**src/rtl/scd_ctrl_pkg.sv**
```systemverilog
package scd_ctrl_pkg;
  // register byte offsets
  localparam int OFS_CTRL = 'h0;
  localparam int OFS_GIE  = 'h4;
  localparam int OFS_IER  = 'h8;
  localparam int OFS_ISR  = 'hC;

  // control word bit positions
  localparam int CB_START  = 0;
  localparam int CB_DONE   = 1;
  localparam int CB_IDLE   = 2;
  localparam int CB_READY  = 3;
  localparam int CB_FLREQ  = 5;
  localparam int CB_FLDONE = 6;
  localparam int CB_AUTO   = 7;
  localparam int CTRL_USED = 8;

  // interrupt sources
  localparam int SRC_DONE  = 0;
  localparam int SRC_READY = 1;
  localparam int N_SRC     = 2;

  typedef struct packed {
    logic auto_rs;
    logic fl_done;
    logic fl_req;
    logic rsvd4;
    logic ready;
    logic idle;
    logic done;
    logic start;
  } ctrl_view_t;
endpackage

```
**src/rtl/scd_reg_if.sv**
```systemverilog
module scd_reg_if
  import scd_ctrl_pkg::*;
#(
  parameter int ADDR_W = 4,
  parameter int DATA_W = 32
) (
  input  logic              clk,
  input  logic              rst,
  input  logic              reg_wr,
  input  logic              reg_rd,
  input  logic [ADDR_W-1:0] reg_addr,
  input  ctrl_view_t        ctrl_word,
  input  logic              gie,
  input  logic [N_SRC-1:0]  ier,
  input  logic [N_SRC-1:0]  isr,
  output logic              wr_ctrl,
  output logic              wr_gie,
  output logic              wr_ier,
  output logic              wr_isr,
  output logic              rd_ctrl,
  output logic [DATA_W-1:0] rdata
);
  localparam int PAD_CTRL = DATA_W - CTRL_USED;
  localparam int PAD_SRC  = DATA_W - N_SRC;

  logic hit_ctrl, hit_gie, hit_ier, hit_isr;

  assign hit_ctrl = (reg_addr == ADDR_W'(OFS_CTRL));
  assign hit_gie  = (reg_addr == ADDR_W'(OFS_GIE));
  assign hit_ier  = (reg_addr == ADDR_W'(OFS_IER));
  assign hit_isr  = (reg_addr == ADDR_W'(OFS_ISR));

  assign wr_ctrl = reg_wr & hit_ctrl;
  assign wr_gie  = reg_wr & hit_gie;
  assign wr_ier  = reg_wr & hit_ier;
  assign wr_isr  = reg_wr & hit_isr;
  assign rd_ctrl = reg_rd & hit_ctrl;

  logic [DATA_W-1:0] rd_mux;

  always_comb begin
    rd_mux = '0;
    if (hit_ctrl)     rd_mux = {{PAD_CTRL{1'b0}}, ctrl_word};
    else if (hit_gie) rd_mux = {{(DATA_W-1){1'b0}}, gie};
    else if (hit_ier) rd_mux = {{PAD_SRC{1'b0}}, ier};
    else if (hit_isr) rd_mux = {{PAD_SRC{1'b0}}, isr};
  end

  always_ff @(posedge clk) begin
    if (rst)         rdata <= '0;
    else if (reg_rd) rdata <= rd_mux;
  end
endmodule

```
**src/rtl/scd_run_ctrl.sv**
```systemverilog
module scd_run_ctrl (
  input  logic clk,
  input  logic rst,
  input  logic wr_ctrl,
  input  logic rd_ctrl,
  input  logic w_start,
  input  logic w_flreq,
  input  logic w_auto,
  input  logic eng_done,
  input  logic eng_ready,
  input  logic flush_drained,
  output logic eng_start,
  output logic busy,
  output logic done_q,
  output logic ready_q,
  output logic auto_q,
  output logic flreq_q,
  output logic fldone_q,
  output logic done_evt
);
  logic start_acc;
  logic relaunch;

  // a completion only counts while a frame is running
  assign done_evt  = eng_done & busy;
  assign start_acc = wr_ctrl & w_start & ~busy;
  assign relaunch  = done_evt & auto_q;

  always_ff @(posedge clk) begin
    if (rst) begin
      busy      <= 1'b0;
      eng_start <= 1'b0;
    end else begin
      eng_start <= start_acc | relaunch;
      if (start_acc)     busy <= 1'b1;
      else if (done_evt) busy <= auto_q;
    end
  end

  always_ff @(posedge clk) begin
    if (rst)           done_q <= 1'b0;
    else if (done_evt) done_q <= 1'b1;
    else if (rd_ctrl)  done_q <= 1'b0;
  end

  always_ff @(posedge clk) begin
    if (rst)            ready_q <= 1'b0;
    else if (eng_ready) ready_q <= 1'b1;
    else if (start_acc) ready_q <= 1'b0;
  end

  always_ff @(posedge clk) begin
    if (rst)          auto_q <= 1'b0;
    else if (wr_ctrl) auto_q <= w_auto;
  end

  always_ff @(posedge clk) begin
    if (rst) begin
      flreq_q  <= 1'b0;
      fldone_q <= 1'b0;
    end else begin
      if (wr_ctrl && w_flreq)       flreq_q  <= 1'b1;
      if (flreq_q && flush_drained) fldone_q <= 1'b1;
    end
  end
endmodule

```
**src/rtl/scd_irq_unit.sv**
```systemverilog
module scd_irq_unit #(
  parameter int NS = 2
) (
  input  logic          clk,
  input  logic          rst,
  input  logic          wr_gie,
  input  logic          wr_ier,
  input  logic          wr_isr,
  input  logic          w_gie,
  input  logic [NS-1:0] w_bits,
  input  logic [NS-1:0] evt,
  output logic          gie_q,
  output logic [NS-1:0] ier_q,
  output logic [NS-1:0] isr_q,
  output logic          irq
);
  always_ff @(posedge clk) begin
    if (rst)         gie_q <= 1'b0;
    else if (wr_gie) gie_q <= w_gie;
  end

  for (genvar s = 0; s < NS; s++) begin : g_src
    always_ff @(posedge clk) begin
      if (rst)         ier_q[s] <= 1'b0;
      else if (wr_ier) ier_q[s] <= w_bits[s];
    end

    // a new event takes priority over a clearing write
    always_ff @(posedge clk) begin
      if (rst)                        isr_q[s] <= 1'b0;
      else if (evt[s])                isr_q[s] <= 1'b1;
      else if (wr_isr && w_bits[s])   isr_q[s] <= 1'b0;
    end
  end

  always_ff @(posedge clk) begin
    if (rst) irq <= 1'b0;
    else     irq <= gie_q & (|(ier_q & isr_q));
  end
endmodule

```
**src/rtl/scd_ctrl_regs.sv**
```systemverilog
module scd_ctrl_regs
  import scd_ctrl_pkg::*;
#(
  parameter int ADDR_W = 4,
  parameter int DATA_W = 32
) (
  input  logic              clk,
  input  logic              rst,
  input  logic              reg_wr,
  input  logic              reg_rd,
  input  logic [ADDR_W-1:0] reg_addr,
  input  logic [DATA_W-1:0] reg_wdata,
  output logic [DATA_W-1:0] reg_rdata,
  output logic              eng_start,
  input  logic              eng_done,
  input  logic              eng_ready,
  output logic              flush_req,
  input  logic              flush_drained,
  output logic              irq
);
  logic wr_ctrl, wr_gie, wr_ier, wr_isr, rd_ctrl;
  logic busy, done_q, ready_q, auto_q, fldone_q, done_evt;
  logic gie_q;
  logic [N_SRC-1:0] ier_q, isr_q, src_evt;
  ctrl_view_t ctrl_word;

  logic unused_wdata;
  assign unused_wdata = ^{reg_wdata[DATA_W-1:CTRL_USED], reg_wdata[4]};

  scd_reg_if #(.ADDR_W(ADDR_W), .DATA_W(DATA_W)) u_regif (
    .clk       (clk),
    .rst       (rst),
    .reg_wr    (reg_wr),
    .reg_rd    (reg_rd),
    .reg_addr  (reg_addr),
    .ctrl_word (ctrl_word),
    .gie       (gie_q),
    .ier       (ier_q),
    .isr       (isr_q),
    .wr_ctrl   (wr_ctrl),
    .wr_gie    (wr_gie),
    .wr_ier    (wr_ier),
    .wr_isr    (wr_isr),
    .rd_ctrl   (rd_ctrl),
    .rdata     (reg_rdata)
  );

  scd_run_ctrl u_run (
    .clk           (clk),
    .rst           (rst),
    .wr_ctrl       (wr_ctrl),
    .rd_ctrl       (rd_ctrl),
    .w_start       (reg_wdata[CB_START]),
    .w_flreq       (reg_wdata[CB_FLREQ]),
    .w_auto        (reg_wdata[CB_AUTO]),
    .eng_done      (eng_done),
    .eng_ready     (eng_ready),
    .flush_drained (flush_drained),
    .eng_start     (eng_start),
    .busy          (busy),
    .done_q        (done_q),
    .ready_q       (ready_q),
    .auto_q        (auto_q),
    .flreq_q       (flush_req),
    .fldone_q      (fldone_q),
    .done_evt      (done_evt)
  );

  assign src_evt[SRC_DONE]  = done_evt;
  assign src_evt[SRC_READY] = eng_ready;

  scd_irq_unit #(.NS(N_SRC)) u_irq (
    .clk    (clk),
    .rst    (rst),
    .wr_gie (wr_gie),
    .wr_ier (wr_ier),
    .wr_isr (wr_isr),
    .w_gie  (reg_wdata[0]),
    .w_bits (reg_wdata[N_SRC-1:0]),
    .evt    (src_evt),
    .gie_q  (gie_q),
    .ier_q  (ier_q),
    .isr_q  (isr_q),
    .irq    (irq)
  );

  always_comb begin
    ctrl_word         = '0;
    ctrl_word.start   = busy;
    ctrl_word.done    = done_q;
    ctrl_word.idle    = ~busy;
    ctrl_word.ready   = ready_q;
    ctrl_word.fl_req  = flush_req;
    ctrl_word.fl_done = fldone_q;
    ctrl_word.auto_rs = auto_q;
  end
endmodule

```
**config.mk**
```make
export PLATFORM = sky130hd
export DESIGN_NAME = scd_ctrl_regs
export DESIGN_NICKNAME = d
export VERILOG_FILES = /design/src/rtl/scd_ctrl_pkg.sv /design/src/rtl/scd_reg_if.sv /design/src/rtl/scd_run_ctrl.sv /design/src/rtl/scd_irq_unit.sv /design/src/rtl/scd_ctrl_regs.sv
export SDC_FILE = /design/constraint.sdc
export NUM_CORES = 1
export LEC_CHECK = 0
export ABC_AREA = 0
export ABC_CLOCK_PERIOD_IN_PS = 1500
export BUFFER_PORTS_ARGS = -buffer_cell sky130_fd_sc_hd__buf_2
export CAP_MARGIN = 40
export CORE_MARGIN = 8
export CORE_UTILIZATION = 39
export DETAILED_ROUTE_END_ITERATION = 12
export PLACE_DENSITY = 0.75
export SLEW_MARGIN = 20
export SYNTH_ARGS = -nofsm -noshare
export SYNTH_HDL_FRONTEND = slang
export SYNTH_HIERARCHICAL = 1
export SYNTH_SLANG_ARGS = --single-unit
```
**constraint.sdc**
```tcl
create_clock -name clk -period 1.5 [get_ports clk]
set_input_delay 0.075 -clock clk [delete_from_list [all_inputs] [get_ports clk]]
set_output_delay 0.075 -clock clk [all_outputs]
set_load 0.005 [all_outputs]
```
Yosys cells after proc, flatten, opt, wreduce, memory -nomap -nowiden --
Index checks and enable logic that the tools add are counted.
Storage, ports and cells: bits in registers 45, word-level logic and storage cells 55
Operators by class: equality and inequality tests 3, mux-type cells 14, bitwise gates (word level) 13, reductions and logical operators 11
Operators by type and width (number):
- $mux 32 | 3
- $and 1x1->1 | 10
- $mux 1 | 10
- $reduce_bool 2->1 | 5
- $eq 4x4->1 const B | 2
- $eq 4x3->1 const B | 1
- $logic_and 1x1->1 | 4
- $logic_not 4->1 | 1
- $and 2x2->2 | 1
- $mux 2 | 1
- $reduce_or 2->1 | 1
- $not 1->1 | 1
- $or 1x1->1 | 1

Longest topological paths before layout --
word-level depth 6, depth in mapped cells 5, gate-level depth less buffers 5

Modules after synthesis --
The synthesis kept the hierarchy.
By module, submodules not included:
- scd_reg_if | instances 1, cells each 65, area an instance 548.0 um^2, seq. area each 160.2 um^2
- scd_run_ctrl | instances 1, cells each 26, area an instance 241.5 um^2, seq. area each 140.1 um^2
- scd_irq_unit | instances 1, cells each 20, area an instance 209.0 um^2, seq. area each 120.1 um^2
- scd_ctrl_regs | instances 1, cells each 2, area an instance 7.5 um^2, seq. area each 0.0 um^2

Worst setup path after synthesis --
Ideal clock, no wire load.
kind flip-flop to flip-flop, start register u_run.busy, end register u_regif.rdata[0], library setup time 0.124 ns, arrival time 0.981 ns, data required time 1.376 ns, setup slack 0.395 ns, cell stages (with the launch flop) 4, path buffers 0, clock period less this slack 1.105 ns, cells stage by stage dfxtp_1 -> mux4_2 -> a22oi_1 -> nor2_1
Between the ends: longest elaborated chain between the ends 1
RTL lines:
- from (decl) | RTL line scd_run_ctrl.sv:13 | output logic busy,
- from (signal assigned) | RTL line scd_run_ctrl.sv:36 | else if (done_evt) busy <= auto_q;
- $mux 32 | RTL line scd_reg_if.sv:43 | if (hit_ctrl) rd_mux = {{PAD_CTRL{1'b0}}, ctrl_word};
- to (signal assigned) | RTL line scd_reg_if.sv:51 | else if (reg_rd) rdata <= rd_mux;
- to (decl) | RTL line scd_reg_if.sv:21 | output logic [DATA_W-1:0] rdata
Every way passes these cells. A chain may end at the register's enable or synchronous reset.

Worst setup path in the final report --
Same ends and word-level chain as after synthesis.

==> metrics list <==
* All-Layer GR Usage: 10.44%
* Share of the synthesized netlist area taken by xor and xnor gates: 0%
- Setup violations remaining at the end of the flow were counted as 0.
* Largest regs: u_regif/rdata (8), u_irq/ier_q (2), u_irq/isr_q (2)
- dfxtp_1 takes more of the synthesized area than any other cell.
- Simple-gate portion of the synthesized area: 15.17%
* Clock tree buffer depth: 2
* Internal Dissipation: 704.8 uW
* Multiplexer fraction of the synthesized cell area: ~7.3%
- Final cell utilization of the core: 47.40%
* Beginning of the worst hold path: eng_ready
- Root buffer cell: clkbuf_4
- Number of global-route vias before repair: 819
- Fraction of registers with async set/reset: 0%
- The number of different library cells used by synthesis comes to 21.
- Wire length of the first global-routing pass: 3705 um
* Post-layout instance count excluding filler cells: 177
- Count of routing violations after the opening detailed-route iteration: 21
* Initial antenna violation count: 0
* Initial cell density of the core: roughly two fifths
- Walking the worst path, the cells encountered are mux4_2 -> a22oi_1 -> nor2_1.
* Reg clk slew, reported paths: 120 ps
- At the later pin of the worst-skew pair, clock insertion delay measures between 300 and 400 ps.
- Port-buffer cells: 25
- After detailed routing, the average wire length per cell comes to 13.13 um.
* Die outline width: 66.79 um
- The post-route netlist has 23.13% of its cells at a drive strength greater than 1.
- At the end of the flow, the number of nets in the layout was 191.
- CTS H-tree depth: 1
- The number of clock buffers added by TritonCTS is 3.
- Switch Pwr: 246.8 uW
- Overflow left after global routing: 0
* Beginning of the critical path: u_run/busy$_SDFFE_PP0P_
- Power share of the sequential group: about three fifths
- After routing the design area is 1164 um2.
- Layout overhead on the synthesized area: 15.67%
- Total number of vias: 853
* Max-capacitance violation count: 0
- Cell count after placement: 168
- Share of the yosys chip area belonging to registers: a little over two fifths
- In this run the cell area measured after placement is 1086 um2.
* Worst R2R Start: u_run/busy$_SDFFE_PP0P_
- Entering global routing, the biggest net connects 22 pins.
- IR Drop Worst-Case VDD: 608.5 uV
- Static timing analysis puts the maximum clock frequency at between 800 and 900 MHz.
* Crit end category: flop
* Area enclosed by the die boundary: 4460 um2
- Count of endpoints failing hold in the final timing report: 0
- Yosys reg bits: 21
* # clock sinks: 21
* Remaining design rule violation count: 0
- Num rows: 18
* Sum Neg Setup Slack: 0 ps
- The clock network is responsible for 29.3% of the overall power.
* Post-Synthesis Cell Area: 1006 um2
- RSZ-0062 raised after global routing: false
* Instance count of the mapped netlist: 113
* Status: complete, no violations
- GPL Wtd Cong: 0.8372
- Slowest-stage cell, CP: mux4_2
- Yosys mapped a number of flops with a built-in enable equal to 0.
- Of all nets on the critical path, the largest fanout is 8.
- After Yosys synthesis, full adders, half adders and majority gates account for 0% of the synthesized area.
- Type of origin of the critical path: flop
- Die height: 66.79 um
* Top register by number of flip-flops: u_regif/rdata
- Main combinational cell family by area after synthesis: buffers and inverters
- Worst setup skew after layout: 5.800 ps
- In this run switching power makes up 25.94% of total power.
* Shortest period the worst path allows: 1209 ps
* Type of the worst min-delay path: in -> reg
- Area of the core: 2455 um2
- In this run the static leakage power is 0.0005350 uW.
* Portion of total power attributed to combinational logic: 10.7%
- For this run, the leading register cell type out of synthesis is dfxtp_1.
- Final-report max-slew violation count: 0
- For this run, the detailed router's first-pass iteration total came to 6.
- For this block, the routed nets add up to 2324 um of wire.
* Slowest stage delay, CP: 470 ps
- 0 antenna diodes ended up in the layout.
- Arrival time reported for the critical path endpoint: 1410 ps
- The critical path is of the reg -> reg type.
- Post-route fraction of the period consumed by the critical path: 80.60%
- In the routed layout, each cell is associated on average with a via count of ~4.8.
- The synthesized netlist devotes 14.05% of its cell area to compound gates.
* Detail Route Antenna Nets: 0
* Clock tree from TritonCTS: done
* Pwr/cell area: between 800 and 900 nW/um2
* Post-detailed-placement half-perimeter wirelength: 1784 um
- IO Pins: 78
- A synthesized cell averages 8.902 um2.
- During synthesis, Yosys emitted a total of 6 warnings.
- The register with the most flip-flops in the layout has 8 of them.
- Cells taking the most area after synthesis: dfxtp_1 (42%), buf_4 (18%), nor2_1 (8.2%)
- After synthesis, the largest area contributor takes up 41.79% of total cell area.
- At the worst endpoint, the required time is roughly 1700 ps.
==> per-stage QoR <==
| stage | hold WS [ps] | power [uW] | worst slack (ps) |
|---|---|---|---|
| 2_1_floorplan | 144.1 | 671.3 | 394.9 |
| 3_3_place_gp | 291.2 | 668.4 | 333.5 |
| 3_5_place_dp | 295.8 | 671.9 | 303.7 |
| 4_1_cts | 38.74 | 956.3 | 277.5 |
| 5_1_grt | 65.94 | 986.5 | 198.8 |
| 6_report | 40.08 | 951.7 | 290.9 |
==> worst paths after layout <==
kind	endpoint	slack (ps)	cells past startpoint
max	u_regif/rdata[0]$_SDFFE_PP0P_	290	3
max reg2reg	u_regif/rdata[0]$_SDFFE_PP0P_	290	3
min reg2reg	u_run/done_q$_SDFFE_PP0P_	490	2
min	u_irq/isr_q[1]$_SDFFE_PP0P_	40	3
==> final cells by class <==
class                   count  area (um2)
fillers                   249        1291
clock inverters             1       5.005
multi-input cells          83       461.7
clock buffers               3       22.52
repair buffers             32       190.2
flip-flops and latches     21       420.4
inverters                   7       26.28
well taps                  30       37.54
==> critical path, delay by kind of cell (launching register included) <==
family	cells	cell delay (ps)
flops	1	400
simple gates	1	50
mux	1	470
compound gates	1	180
==> per-layer routing <==
metal / track usage [%] / vias to the layer above / share of wire (%)
met3: 2.349 / 3 / 10
met1: 12.20 / 396 / 39
met4: 4.800 / 0 / 1.4
li1: - / 410 / -
met5: 0 / - / 0
met2: 17.56 / 44 / 49
==> cell usage after synthesis (2+ instances only) <==
cell,number
buf_4,24
nor2_1,22
dfxtp_1,21
a32oi_1,7
inv_1,7
a21oi_1,6
a311oi_1,4
mux2i_1,4
nand3_1,4
a22oi_1,2
conb_1,2
==> logic make-up (layout without fill, tap and decap cells) <==
group,count (synthesis),in the layout
other cells,2,25
mux,6,6
compound gates,19,19
flops,21,21
buf+inv,32,43
simple gates,33,33
==> power by group through the flow <==
stage	Clock, uW	Sequential [uW]	Combinational (uW)
after floorplan	0	582	89.1
after global placement	0	583	85.4
after detailed placement	0	583	88.6
after CTS	287	571	98.3
after global routing	300	572	115
final	279	571	102
==> cell usage in the layout (no fill, tap or decap), drive strengths merged, types with 3 or more instances in the layout <==
master,count
nor2,22
mux2i,4
inv,7
a311oi,4
conb,25
dfxtp,21
a21oi,6
clkbuf,3
buf,27
a32oi,7
nand3,4
dlygate4sd3,5
==> timing repair <==
item	CTS	global route
buffers inserted	0	0
hold endpoints to repair	5	0
resized for setup	0	0
hold buffers	5	0
Power figures use the tool's default switching activity.
